`src/rtl/phase_pwm_pkg.sv`:
```
package phase_pwm_pkg;

    localparam int NCH    = 2;
    localparam int ADDR_W = 2;

    localparam logic [ADDR_W-1:0] ADR_CTRL     = 2'd0;
    localparam logic [ADDR_W-1:0] ADR_RELOAD_0 = 2'd1;

    typedef enum logic {
        PH_LOW  = 1'b0,
        PH_HIGH = 1'b1
    } phase_e;

    typedef struct packed {
        logic rise;
        logic fall;
    } edge_t;

    function automatic edge_t find_edges(input logic cur, input logic prev);
        edge_t e;
        e.rise = cur & ~prev;
        e.fall = ~cur & prev;
        return e;
    endfunction

    function automatic logic [ADDR_W-1:0] reload_addr(input int ch);
        return ADR_RELOAD_0 + ADDR_W'(ch);
    endfunction

endpackage

```
`src/rtl/ref_sync.sv`:
```
module ref_sync
    import phase_pwm_pkg::*;
#(
    parameter int STAGES = 2
) (
    input  logic  clk,
    input  logic  rst,
    input  logic  ref_in,
    output edge_t edges
);
    logic [STAGES-1:0] sync_q;
    logic              last_q;

    always_ff @(posedge clk) begin
        if (rst) begin
            sync_q <= '0;
            last_q <= 1'b0;
        end else begin
            sync_q <= {sync_q[STAGES-2:0], ref_in};
            last_q <= sync_q[STAGES-1];
        end
    end

    assign edges = find_edges(sync_q[STAGES-1], last_q);

endmodule

```
`src/rtl/phase_counter.sv`:
```
module phase_counter
    import phase_pwm_pkg::*;
#(
    parameter int CNT_W = 32
) (
    input  logic             clk,
    input  logic             rst,
    input  logic             run,
    input  edge_t            edges,
    output phase_e           state,
    output logic [CNT_W-1:0] cnt,
    output logic             restart
);
    phase_e           state_q;
    logic [CNT_W-1:0] cnt_q;

    always_comb begin
        restart = 1'b0;
        if (run) begin
            unique case (state_q)
                PH_LOW:  restart = edges.rise;
                PH_HIGH: restart = edges.fall;
                default: restart = 1'b0;
            endcase
        end
    end

    always_ff @(posedge clk) begin
        if (rst) begin
            state_q <= PH_LOW;
            cnt_q   <= '0;
        end else if (run) begin
            if (restart) begin
                cnt_q   <= '0;
                state_q <= (state_q == PH_LOW) ? PH_HIGH : PH_LOW;
            end else begin
                cnt_q <= cnt_q + 1'b1;
            end
        end
    end

    assign state = state_q;
    assign cnt   = cnt_q;

endmodule

```
`src/rtl/cfg_regs.sv`:
```
module cfg_regs
    import phase_pwm_pkg::*;
#(
    parameter int CNT_W = 32
) (
    input  logic                      clk,
    input  logic                      rst,
    input  logic                      wr_en,
    input  logic [ADDR_W-1:0]         wr_addr,
    input  logic [CNT_W-1:0]          wr_data,
    output logic                      run,
    output logic [NCH-1:0][CNT_W-1:0] reload
);
    always_ff @(posedge clk) begin
        if (rst) begin
            run <= 1'b0;
        end else if (wr_en && wr_addr == ADR_CTRL) begin
            run <= wr_data[0];
        end
    end

    for (genvar g = 0; g < NCH; g++) begin : g_reload
        always_ff @(posedge clk) begin
            if (rst) begin
                reload[g] <= '0;
            end else if (wr_en && wr_addr == reload_addr(g)) begin
                reload[g] <= wr_data;
            end
        end
    end

endmodule

```
`src/rtl/match_channel.sv`:
```
module match_channel
    import phase_pwm_pkg::*;
#(
    parameter int CNT_W = 32
) (
    input  logic             clk,
    input  logic             rst,
    input  logic             run,
    input  logic             restart,
    input  phase_e           state,
    input  logic [CNT_W-1:0] cnt,
    input  logic [CNT_W-1:0] reload,
    output logic [CNT_W-1:0] match,
    output logic             out
);
    logic hit;

    assign hit = run && (cnt == match);

    always_ff @(posedge clk) begin
        if (rst) begin
            match <= '0;
            out   <= 1'b0;
        end else begin
            if (restart) begin
                match <= reload;
            end
            if (hit) begin
                out <= (state == PH_HIGH);
            end
        end
    end

endmodule

```
`src/rtl/phase_pwm_top.sv`:
```
module phase_pwm_top
    import phase_pwm_pkg::*;
#(
    parameter int CNT_W  = 32,
    parameter int STAGES = 2
) (
    input  logic              clk,
    input  logic              rst,
    input  logic              ref_in,
    input  logic              wr_en,
    input  logic [ADDR_W-1:0] wr_addr,
    input  logic [CNT_W-1:0]  wr_data,
    output logic              out_a,
    output logic              out_b
);
    edge_t                     edges;
    phase_e                    state_q;
    logic [CNT_W-1:0]          cnt_q;
    logic                      restart;
    logic                      run_q;
    logic [NCH-1:0][CNT_W-1:0] reload_q;
    logic [NCH-1:0][CNT_W-1:0] match_q;
    logic [NCH-1:0]            out_q;

    ref_sync #(.STAGES(STAGES)) u_sync (
        .clk    (clk),
        .rst    (rst),
        .ref_in (ref_in),
        .edges  (edges)
    );

    cfg_regs #(.CNT_W(CNT_W)) u_regs (
        .clk     (clk),
        .rst     (rst),
        .wr_en   (wr_en),
        .wr_addr (wr_addr),
        .wr_data (wr_data),
        .run     (run_q),
        .reload  (reload_q)
    );

    phase_counter #(.CNT_W(CNT_W)) u_cnt (
        .clk     (clk),
        .rst     (rst),
        .run     (run_q),
        .edges   (edges),
        .state   (state_q),
        .cnt     (cnt_q),
        .restart (restart)
    );

    for (genvar g = 0; g < NCH; g++) begin : g_ch
        match_channel #(.CNT_W(CNT_W)) u_ch (
            .clk     (clk),
            .rst     (rst),
            .run     (run_q),
            .restart (restart),
            .state   (state_q),
            .cnt     (cnt_q),
            .reload  (reload_q[g]),
            .match   (match_q[g]),
            .out     (out_q[g])
        );
    end

    assign out_a = out_q[0];
    assign out_b = out_q[1];

endmodule

```
`config.mk`:
```
export PLATFORM = sky130hd
export DESIGN_NAME = phase_pwm_top
export DESIGN_NICKNAME = d
export VERILOG_FILES = /design/src/rtl/phase_pwm_pkg.sv /design/src/rtl/ref_sync.sv /design/src/rtl/phase_counter.sv /design/src/rtl/cfg_regs.sv /design/src/rtl/match_channel.sv /design/src/rtl/phase_pwm_top.sv
export SDC_FILE = /design/constraint.sdc
export NUM_CORES = 1
export LEC_CHECK = 0
export ABC_AREA = 1
export BUFFER_PORTS_ARGS = -buffer_cell sky130_fd_sc_hd__buf_2
export CAP_MARGIN = 40
export CORE_MARGIN = 4
export CORE_UTILIZATION = 55
export DETAILED_ROUTE_END_ITERATION = 6
export PLACE_DENSITY = 0.76
export SLEW_MARGIN = 10
export SYNTH_ARGS = -nofsm -noshare
export SYNTH_HDL_FRONTEND = slang
export SYNTH_SLANG_ARGS = --single-unit
```
`constraint.sdc`:
```
create_clock -name clk -period 1.55 [get_ports clk]
set_input_delay 0.3875 -clock clk [delete_from_list [all_inputs] [get_ports clk]]
set_output_delay 0.3875 -clock clk [all_outputs]
set_load 0.01 [all_outputs]
```
==> results of run 1 <==
==> metal layers <==
| layer | global-route usage, % | vias up | part of all wire, % |
|---|---|---|---|
| met1 | 39.0 | 3138 | 47 |
| met3 | 5.25 | 21 | 7.8 |
| met4 | 5.81 | 0 | 1.4 |
| met5 | 0 | - | 0 |
| met2 | 37.1 | 247 | 43 |
| li1 | - | 3506 | - |
==> worst max-delay path, cell delays in order (launching register included) <==
cell and delay [ns]:
dfxtp_4 0.37, nand2_1 0.09, nor3_2 0.15, buf_4 0.14, nand4_1 0.21, inv_2 0.16
nand4_1 0.13, nand2_1 0.09, nand2_1 0.05, nor2_1 0.08
==> path summary, 6_finish.rpt <==
kind,slack [ns],end
worst max-delay path,0.03,u_cnt.cnt[30]$_SDFFE_PP0P_
worst min-delay path,0.17,u_sync.sync_q[0]$_SDFF_PP0_
worst max register to register,0.03,u_cnt.cnt[30]$_SDFFE_PP0P_
worst min register to register,0.41,u_sync.sync_q[1]$_SDFF_PP0_
==> what timing repair did <==
action                                 in CTS  in global routing
endpoints found under the hold margin       0                  0
setup buffers                               1                  5
gates resized for setup                     2                 52
pin swaps                                   0                 10
hold buffers                                0                  0
setup endpoints to repair                   2                 60
cloned                                      0                  1
==> layout make-up <==
cell class | instances | area [um2]
timing repair buffer | 106 | 831
tap | 172 | 215
sequential | 167 | 3370
clock buffer | 20 | 467
fill | 1107 | 3940
clock inverter | 10 | 170
inverter | 105 | 398
multi-input combinational | 721 | 3340
==> power breakdown <==
part	total [uW]	internal [uW]	switching [uW]	leakage, uW
sequential	4470	4410	63.4	0.00137
clock	4530	2820	1710	0.000305
combinational	521	198	322	0.00203
total	9520	7430	2090	0.00370
==> state kept, by name (all words and copies together), names as in the netlist <==
| signal | count |
|---|---|
| g_ch.u_ch.match | 64 |
| g_ch.u_ch.out | 2 |
| u_cnt.cnt | 32 |
| u_cnt.state | 1 |
| u_regs.reload | 64 |
| u_regs.run | 1 |
| u_sync.last_q | 1 |
| u_sync.sync_q | 2 |
==> metrics by stage <==
stage | TNS [ns] | cells
floorplan | 0 | 1043
global placement | 0 | 1264
detailed placement | -0.00646 | 1264
CTS | 0 | 1295
global route | -0.659 | 1301
finish | 0 | 1301
==> kinds of logic (layout without fill, tap and decap cells) <==
family	Yosys count	count (layout)	synth area share (%)
buffers and inverters	155	241	8.54
DFF	167	167	46.4
AOI/OAI and AO/OA	232	232	16.5
xor gates and xnor gates	13	13	1.58
and+or+nand+nor	475	475	26.8
adders and majority gates	1	1	0.174
==> synthesized netlist by cell type, types with 2 or more instances <==
cell | n | share of area (%)
buf_2 | 20 | 1.4
nor3b_1 | 2 | 0.21
nand3_2 | 2 | 0.28
clkbuf_1 | 27 | 1.4
o21a_1 | 3 | 0.31
a21oi_1 | 75 | 5.2
buf_4 | 2 | 0.21
o21ai_1 | 4 | 0.28
xnor2_1 | 11 | 1.3
xor2_1 | 2 | 0.24
nor2_2 | 2 | 0.17
a31oi_1 | 2 | 0.17
nor2_1 | 229 | 12
nand2_1 | 182 | 9.5
dfxtp_1 | 167 | 46
a211oi_1 | 2 | 0.21
inv_1 | 101 | 5.3
o21ai_0 | 142 | 9.9
nand4_1 | 16 | 1.4
nand3_1 | 22 | 1.5
inv_2 | 3 | 0.16
nor3_1 | 13 | 0.90
nor4_1 | 3 | 0.26
==> impl_results.md, run 1 <==
- Global route overflow: 0
- Status: finished clean
- Antenna diodes: 0
- Ports: 40
- DR vias/cell: around 5.3
- Setup-failing EPs final: 0
- Fmax: roughly 0.66 GHz
- Commonest non-fill, non-tap cell in the layout: nor2_1
- Global-route wire length before repair: between 30,000 and 40,000 um
- Main synth FF type: dfxtp_1
- Clock Root Buffer: clkbuf_16
- Vias in the first global route: 6,150
- Final WL: about 19,000 um
- Crit path launch: u_cnt.cnt[7]$_SDFFE_PP0P_
- Worst Path Required: between 1.5 and 2 ns
- Initial core utilization: a little under three fifths
- Net count after synthesis: about 1,100
- HP Start: ref_in
- RSZ-0062 raised after global routing: yes
- DIE WIDTH: around 120 um
- Port buffer count: 39
- Vias: 6,912
- Final Cycle Share: 98.3%
- H-Tree Depth: 4
- Final setup margin: ~0.026 ns
- Fraction of layout cells with a size suffix above 1: roughly 16%
- Crit path DAT: between 1.5 and 2 ns
- Post-Syn Area per Cell: 6.91 um2
- Mapped Cells: 1,043
- Setup CP Type: flop to flop
- Mapped cell area: around 7200 um2
- Placed instance area: between 7000 and 8000 um2
- Die area: 15,000 um2
- Initial antenna violation count: 0
- RD Place Congestion: between 0.8 and 0.9
- Crit path launch type: flop
- R2R Path Start: u_cnt.cnt[7]$_SDFFE_PP0P_
- Clock Skews: around 0.0089 ns
- Cts bufs inserted: 17
- Seq cells post-synth: ~170
- Commonest cells after routing, fill and taps aside: nor2_1 (222), nand2_1 (182), dfxtp_1 (147)
- Antenna Violating Nets Remaining: 0
- Drt first pass iters: 5
- Fraction of registers with async set/reset: 0%
- Num Clock Sinks: about 170
- Core area: 12,700 um2
- Fin. max-slew vios: 0
- Final Hold Viols: 0
- Slew HR: roughly 74%
- Max cap viols: 0
- Peak VDD IR: roughly 0.86 mV
- Yosys cell types: 34
- Layout net count: about 1,200
- Reg2reg path depth: 9
- Final critical-path required period: approximately 1.5 ns
- Clk_lat worst skew: about 0.43 ns
- Wirelength per Cell: around 15 um
- WHS: 0.172 ns
- Register area share after synthesis: approximately 46%
- Layout area overhead: 22.0%
- Fin util: 69.1%
- Largest net degree at the start of global routing: 87
- Overall Power: 9520 uW
- Worst Hold Class: input port to flop
- Clk slew on worst S/H paths: roughly 0.070 ns
- Hold Path Depth: 3
- DRT iter0 DRCs: around 650
- Post-Place Setup Slack: -0.00646 ns
- Die Y: about 120 um
- Slew @ Worst Pin: 0.385 ns
- Cell area after layout: about 9000 um2
- GRT Total Usage: 25.6%
- Cell Rows: between 40 and 50
- Maximum buffer depth of the clock tree: 2
- Leak pwr: approximately 0.0037 uW
- DR DRC count: 0
- Post-synth EDFFs: 0
- DP HPWL: 12,800 um
- CTS tree: built
- Power per Cell Area: 1080 nW/um2
- Setup crit end kind: flop
- Syn. warnings: 0
- Crit Path Max Fanout: 5
No activity file was read; power rests on OpenSTA's default activity.
==> inputs of run 2 (changes only) <==
--- a/config.mk
+++ b/config.mk
@@ -5,13 +5,13 @@
 export SDC_FILE = /design/constraint.sdc
 export NUM_CORES = 1
 export LEC_CHECK = 0
-export ABC_AREA = 1
+export ABC_AREA = 0
 export BUFFER_PORTS_ARGS = -buffer_cell sky130_fd_sc_hd__buf_2
 export CAP_MARGIN = 40
 export CORE_MARGIN = 4
 export CORE_UTILIZATION = 55
 export DETAILED_ROUTE_END_ITERATION = 6
-export PLACE_DENSITY = 0.76
+export PLACE_DENSITY = 0.73
 export SLEW_MARGIN = 10
 export SYNTH_ARGS = -nofsm -noshare
 export SYNTH_HDL_FRONTEND = slang
==> constraint.sdc (replaced) <==
create_clock -name clk -period 1.5 [get_ports clk]
set_input_delay 0.375 -clock clk [delete_from_list [all_inputs] [get_ports clk]]
set_output_delay 0.375 -clock clk [all_outputs]
set_load 0.01 [all_outputs]
==> run 2 against run 1 <==
Net effect: the run now ends with negative setup slack left; sequential power increased by 1%; synthesized cell count decreased by 17%; largest cell class is now multi-input gates; die area decreased by 3.3%; critical endpoint is now g_ch[0].u_ch.out$_SDFFE_PP0P_; count of clock-buffer cells in the layout increased by 2; fmax decreased by 15%; final cell count decreased by 14%; utilization increased by 4.8 points.
==> impl_results.md, run 2 <==
- Status: complete, but fails checks
- Failing checks: negative setup slack
- Worst Path Required: 1.86 ns (-0.06 ns)
- Net count after synthesis: 901 (-17%)
- Initial antenna violation count: 0 (unchanged)
- Cts bufs inserted: 17 (unchanged)
- Clock Root Buffer: clkbuf_16
- Worst Hold End: u_sync.sync_q[0]$_SDFF_PP0_
- Cell family with most CP delay: simple AND/OR/NAND/NOR gates
- H-Tree Depth: 4 (unchanged)
- Layout net count: 982 (-15%)
- Slew @ Worst Pin: 0.459 ns (+0.0735 ns)
- Clk_lat worst skew: 0.43 ns (about the same)
- Crit path launch type: flop
- Reg2reg path depth: 6 (-3)
- Power per Cell Area: 1030 nW/um2 (-4.9%)
- Clk slew on worst S/H paths: 0.07 ns (about the same)
- Commonest cells after routing, fill and taps aside: nand2_1 (268), dfxtp_1 (150), a21oi_1 (127)
- Main synth FF type: dfxtp_1
- DIE WIDTH: 120 um (-1.7%)
- Mapped Cells: 862 (-17%)
- Syn. warnings: 0 (unchanged)
- Fraction of registers with async set/reset: 0% (unchanged)
- Global-route wire length before repair: 28,800 um (-5.1%)
- HP Start: ref_in
- Core area: 12,200 um2 (-4.0%)
- DRT iter0 DRCs: 440 (-32%)
- CP bufs+invs: 1 (-1)
- Fraction of layout cells with a size suffix above 1: 24.5% (+8.0 points)
- WHS: 0.149 ns (-0.0224 ns)
- Max cap viols: 0 (unchanged)
- M2 GR Usage: 42.4% (+5.3 points)
- Register Area: 3380 um2 (+0.19%)
- DP HPWL: 12,500 um (-2.3%)
- # hold bufs at CTS: 0 (unchanged)
- Post-synth EDFFs: 0 (unchanged)
- Critical path cell sequence: buf_4 > xor2_1 > nor4_1 > nand3_1 > nor3_1 > mux2i_1
- Final setup margin: -0.297 ns (-0.323 ns)
- Post-synth top area cell: dfxtp_1
- Setup CP Type: flop to flop
- GRT met1 Usage: 32.4% (-6.6 points)
- Peak VDD IR: 0.921 mV (+7.3%)
- Die Y: 120 um (-1.7%)
- Met3 Resource Use GR: 4.86% (-0.39 points)
- Final Non-Filler Cells: 1,124 (-14%)
- Hold Path Depth: 2 (-1)
- Fin. max-slew vios: 0 (unchanged)
- Crit. path cell count: 6 (-3)
- Largest net degree at the start of global routing: 73 (-16%)
- Vias: 6,031 (-13%)
- Global route overflow: 0 (unchanged)
- Clock Skews: 0.00828 ns (-0.000649 ns)
- Drt first pass iters: 5 (unchanged)
- Die area: 14,500 um2 (-3.3%)
- Multi-input combinational cell area: 3630 um2 (+8.9%)
- Crit path DAT: 2.15 ns (+0.26 ns)
- Flop-to-flop setup slack: -0.30 ns (-0.32 ns)
- Antenna diodes: 0 (unchanged)
- Final WL: 18,900 um (-0.64%)
- Filler cell count: 890 (-20%)
- GRT busiest layer: met2
- CTS tree: built
- RSZ-0062 raised after global routing: yes
- Setup crit end kind: flop
- Cell Rows: 40 (-2.4%)
- Num Clock Sinks: 167 (unchanged)
- Leak pwr: 0.00384 uW (+3.8%)
- Slowest cell on crit path: nor4_1
- Register area share after synthesis: 48.1% (+1.7 points)
- Port buffer count: 39 (unchanged)
- Layout area overhead: 29.7%
- Crit Path Max Fanout: 3 (-2)
- Post-Syn Area per Cell: 8.06 um2 (+17%)
- Wirelength per Cell: 16.8 um (+15%)
- Slew HR: 69.1% (-4.9 points)
- Final critical-path required period: 1.80 ns (+0.273 ns)
- Most frequent cell after synthesis: nand2_1
- Antenna Violating Nets Remaining: 0 (unchanged)
- Ports: 40 (unchanged)
- RD Place Congestion: 0.960 (+7.0%)
- Mapped cell area: 6950 um2 (-3.5%)
- Vias in the first global route: 5,796 (-5.8%)
- Max stage delay on crit path: 0.44 ns (+0.07 ns)
- Placed cells: 1,078 (-15%)
- Initial core utilization: 56.9% (+0.28 points)
- Final Cycle Share: 120% (+21 points)
- DR vias/cell: 5.37 (+0.99%)
- Commonest non-fill, non-tap cell in the layout: nand2_1
- Worst Hold Class: input port to flop
- GRT Total Usage: 25.1% (-0.48 points)
- Seq cells post-synth: 167 (unchanged)
- Final Hold Viols: 0 (unchanged)
- Worst R2R End: g_ch[0].u_ch.out$_SDFFE_PP0P_
- DR DRC count: 0 (unchanged)
- Setup-failing EPs final: 25 (+25)
- Synth cell count leaders: nand2_1 (269), dfxtp_1 (167), a21oi_1 (133)
- Yosys cell types: 34 (unchanged)
- Ranking of synthesized cells by area: dfxtp_1 (48%), nand2_1 (15%), a21oi_1 (9.6%)
- R2R Path Start: u_cnt.cnt[7]$_SDFFE_PP0P_
- Fmax: 0.556 GHz (-15%)
- Top-area cell type share of the netlist area: 48.1% (+1.7 points)
- Maximum buffer depth of the clock tree: 2 (unchanged)
==> run 2: cell count changes after synthesis, sizes merged, moves of 58 or more <==
cell / change
xor2: +62
a21oi: +58
nor2: -191
o21ai: -144
nand2: +86
inv: -99
==> run 2: kinds of logic (layout without fill, tap and decap cells) <==
logic type / after synthesis / count (layout) / synth area share (%)
adder cells (fa/ha/maj): 1 / 1 / 0.180
flip-flops: 167 / 167 / 48.1
AND/OR/NAND/NOR: 388 / 388 / 25.3
XOR/XNOR: 93 / 93 / 11.7
AO/OA/AOI/OAI: 136 / 136 / 9.83
multiplexers: 3 / 3 / 0.432
buffers and inverters: 74 / 168 / 4.45
==> run 2: repair_timing <==
| action | 4_1_cts | 5_1_grt |
|---|---|---|
| cloned | 0 | 5 |
| pin swaps | 15 | 11 |
| setup endpoints to repair | 24 | 76 |
| gates resized for setup | 37 | 25 |
| setup buffers | 5 | 4 |
==> run 2: cell type report <==
type | instances | share of cell area (%)
timing repair buffer | 131 | 13.0
inverter | 5 | 0.208
tap | 168 | 2.33
clock buffer | 22 | 5.50
clock inverter | 10 | 1.19
multi-input combinational | 621 | 40.3
sequential | 167 | 37.5
==> run 2: worst max-delay path by stage <==
stage               slack (ns)                        from                            end
finish                   -0.30   u_cnt.cnt[7]$_SDFFE_PP0P_  g_ch[0].u_ch.out$_SDFFE_PP0P_
global route             -0.35   u_cnt.cnt[1]$_SDFFE_PP0P_  g_ch[0].u_ch.out$_SDFFE_PP0P_
CTS                      -0.22   u_cnt.cnt[8]$_SDFFE_PP0P_  g_ch[1].u_ch.out$_SDFFE_PP0P_
detailed placement       -0.38  u_cnt.cnt[23]$_SDFFE_PP0P_  g_ch[0].u_ch.out$_SDFFE_PP0P_
global placement         -0.35  u_cnt.cnt[23]$_SDFFE_PP0P_  g_ch[0].u_ch.out$_SDFFE_PP0P_
floorplan                -0.17   u_cnt.cnt[1]$_SDFFE_PP0P_     u_cnt.cnt[24]$_SDFFE_PP0P_
==> run 2: report_power, final <==
group | leakage (uW) | internal, uW | switching [uW] | total (uW)
combinational | 0.00218 | 137 | 218 | 355
clock | 0.000294 | 2550 | 1840 | 4390
sequential | 0.00136 | 4490 | 41.1 | 4530
==> run 2: metrics by stage <==
step | setup slack (ns) | setup TNS (ns) | total power [uW] | area (um2) | utilization [%]
final | -0.297 | -3.63 | 9280 | 9020 | 73.8
after global routing | -0.350 | -5.63 | 9560 | 9020 | 73.8
after CTS | -0.220 | -3.30 | 9320 | 8770 | 71.8
after detailed placement | -0.380 | -4.38 | 4980 | 7990 | 65.4
after global placement | -0.345 | -3.18 | 4960 | 7990 | 65.4
after floorplan | -0.169 | -2.50 | 4820 | 7210 | -
==> run 2: worst reg2reg max path: stages (launching register included) <==
cell and delay (ns):
dfxtp_4 0.36, buf_4 0.13, xor2_1 0.14, nor4_1 0.44, nand3_1 0.16, nor3_1 0.27, mux2i_1 0.22
==> run 2: per-layer routing <==
metal	routed length, um	vias to the layer above
met3	979	35
met5	0	-
met2	9410	158
li1	-	2965
met4	374	0
met1	8090	2873
==> inputs of run 3 (changes only) <==
--- a/config.mk
+++ b/config.mk
@@ -5,7 +5,7 @@
 export SDC_FILE = /design/constraint.sdc
 export NUM_CORES = 1
 export LEC_CHECK = 0
-export ABC_AREA = 0
+export ABC_AREA = 1
 export BUFFER_PORTS_ARGS = -buffer_cell sky130_fd_sc_hd__buf_2
 export CAP_MARGIN = 40
 export CORE_MARGIN = 4
==> run 3 against run 2 <==
Net effect: the flow still finishes with violations (negative setup slack); flip-flop and latch count stayed put; via count up 15%; critical path type unchanged; final cell count grew 17%; wire length is 4.0% higher; utilization decreased by 3.6 points; fmax increased by 15%; critical path depth up 2; register-to-register slack better by 0.23 ns; non-clock buffer count fell by 11; global-route usage is 0.21 points higher; combinational power up 59%; die area up 3.4%.
==> impl_results.md, run 3 (same netlist as run 1, synthesis figures left out) <==
- Status: complete, but fails checks
- Failing checks: negative setup slack
- Cell area after layout: 8940 um2 (-0.83%)
- Largest net degree at the start of global routing: 80 (+9.6%)
- Wirelength per Cell: 14.9 um (-11%)
- Net Switching: 2270 uW (+7.9%)
- RD Place Congestion: 0.913 (-4.9%)
- RSZ-0062 raised after global routing: yes
- Slowest cell on crit path: dfxtp_4
- Die Y: 122 um (+1.7%)
- Fraction of layout cells with a size suffix above 1: 19.7% (-4.8 points)
- Core area: 12,700 um2 (+4.2%)
- Crit path DAT: 1.94 ns (-0.21 ns)
- Placed cells: 1,266 (+17%)
- Setup CP Type: flop to flop
- Register Area: 3370 um2 (-0.22%)
- Final critical-path required period: 1.57 ns (-0.229 ns)
- Fin util: 70.3% (-3.6 points)
- DR vias/cell: 5.24 (-2.3%)
- Peak VDD IR: 0.930 mV (+1.0%)
- Max cap viols: 0 (unchanged)
- Cell Rows: 41 (+2.5%)
- Cts bufs inserted: 17 (unchanged)
- Crit Path Max Fanout: 4 (+1)
- Slew @ Worst Pin: 0.502 ns (+0.0436 ns)
- H-Tree Depth: 4 (unchanged)
- Clock Skews: 0.0106 ns (+0.00236 ns)
- Crit path launch type: flop
- Final WL: 19,600 um (+4.0%)
- Worst Path Required: 1.87 ns (about the same)
- Setup-failing EPs final: 7 (-72%)
- Vias: 6,909 (+15%)
- Clock power frac: 43.5% (-3.8 points)
- Ports: 40 (unchanged)
- Sw Share: 24.7% (+2.1 points)
- # hold bufs at CTS: 0 (unchanged)
- DIE WIDTH: 122 um (+1.7%)
- Final Cycle Share: 105% (-15 points)
- Commonest cells after routing, fill and taps aside: nor2_1 (213), nand2_1 (179), dfxtp_1 (150)
- Flop-to-flop setup slack: -0.07 ns (+0.23 ns)
- Leak pwr: 0.00374 uW (-2.5%)
- Global route overflow: 0 (unchanged)
- Drt first pass iters: 6 (+1)
- DR DRC count: 0 (unchanged)
- Antenna diodes: 0 (unchanged)
- Vias in the first global route: 5,991 (+3.4%)
- Clock Root Buffer: clkbuf_16
- Initial antenna violation count: 0 (unchanged)
- Final Non-Filler Cells: 1,318 (+17%)
- Filler cell count: 1,111 (+25%)
- Fin. max-slew vios: 0 (unchanged)
- Layout area overhead: 24.1%
- Antenna Violating Nets Remaining: 0 (unchanged)
- DRT iter0 DRCs: 608 (+38%)
- Die area: 15,000 um2 (+3.4%)
- Global-route wire length before repair: 29,800 um (+3.4%)
- Placed instance area: 7980 um2 (about the same)
- Num Clock Sinks: 167 (unchanged)
- Final setup margin: -0.0684 ns (+0.229 ns)
- Clk slew on worst S/H paths: 0.06 ns (about the same)
- Power per Cell Area: 1030 nW/um2 (-0.40%)
- Commonest non-fill, non-tap cell in the layout: nor2_1
- Clk_lat worst skew: 0.43 ns (about the same)
- Maximum buffer depth of the clock tree: 2 (unchanged)
- Comb pwr share: 6.2% (+2.4 points)
- Fmax: 0.638 GHz (+15%)
- Initial core utilization: 56.6% (-0.28 points)
- Pint: 6900 uW (-3.9%)
- TNS Setup: -0.278 ns (+3.35 ns)
- Layout net count: 1,172 (+19%)
- Max stage delay on crit path: 0.36 ns (-0.08 ns)
- Setup crit end kind: flop
- DP HPWL: 12,900 um (+3.1%)
- Share of power burned in registers: 50.3% (+1.5 points)
- Critical path cell sequence: ha_4 > nand3_2 > nor2_4 > nand4_1 > inv_2 > nand2_1 > a21oi_2 > o21a_1
- Multi-input combinational cell area: 3440 um2 (-5.3%)
- Final Hold Viols: 0 (unchanged)
- GRT Total Usage: 25.3% (+0.21 points)
- Worst Hold Class: input port to flop
- CTS tree: built
- Port buffer count: 39 (unchanged)
- Slew HR: 66.2% (-2.9 points)
==> run 3: final timing paths <==
path | startpoint | endpoint | cells after the start
setup reg to reg | u_cnt.cnt[1]$_SDFFE_PP0P_ | u_cnt.cnt[26]$_SDFFE_PP0P_ | 8
hold reg to reg | u_sync.sync_q[0]$_SDFF_PP0_ | u_sync.sync_q[1]$_SDFF_PP0_ | 2
hold / removal | wr_data[24] | u_regs.reload[24]$_SDFFE_PP0P_ | 3
setup / recovery | u_cnt.cnt[1]$_SDFFE_PP0P_ | u_cnt.cnt[26]$_SDFFE_PP0P_ | 8
==> run 3: final cells by class <==
class | count | share of cell area [%]
Clock inverter | 13 | 1.12
Inverter | 105 | 4.48
Timing Repair inverter | 1 | 0.0840
Multi-Input combinational cell | 721 | 38.5
Sequential cell | 167 | 37.7
Timing Repair Buffer | 120 | 10.9
Clock buffer | 19 | 4.84
Tap cell | 172 | 2.41
==> run 3: power by group through the flow <==
stage / registers, uW / clock network, uW / logic [uW]
finish: 4610 / 3990 / 566
global route: 4620 / 4230 / 634
CTS: 4610 / 4030 / 534
detailed placement: 4710 / 0 / 529
global placement: 4710 / 0 / 523
floorplan: 4690 / 0 / 313
==> run 3: metrics by stage <==
stage          hold slack (ns)  setup slack (ns)  power [uW]
2_1_floorplan            0.388            0.0364        5010
3_3_place_gp             0.416           -0.0854        5230
3_5_place_dp             0.419           -0.0510        5240
4_1_cts                  0.166           -0.0163        9180
5_1_grt                  0.183            -0.194        9490
6_report                 0.178           -0.0684        9170
==> run 3: per-layer routing <==
metal	track usage, %	share of wire [%]	vias to the layer above
met4	8.96	2.1	0
met2	36.4	43	199
met1	37.7	49	3145
met5	0	0	-
met3	4.84	5.6	29
li1	-	-	3536
==> run 3: timing repair <==
item,4_1_cts,5_1_grt
pin swaps,1,23
endpoints found under the setup margin,14,50
setup buffers,0,18
gates cloned,0,3
gates resized for setup,7,80
==> run 3: worst max-delay path: cells and delay by family (launching register included) <==
kind | cells | cell delay, ns
AND/OR/NAND/NOR | 4 | 0.59
flip-flops | 1 | 0.36
AO/OA/AOI/OAI | 2 | 0.25
buffers and inverters | 1 | 0.17
adder cells (fa/ha/maj) | 1 | 0.14
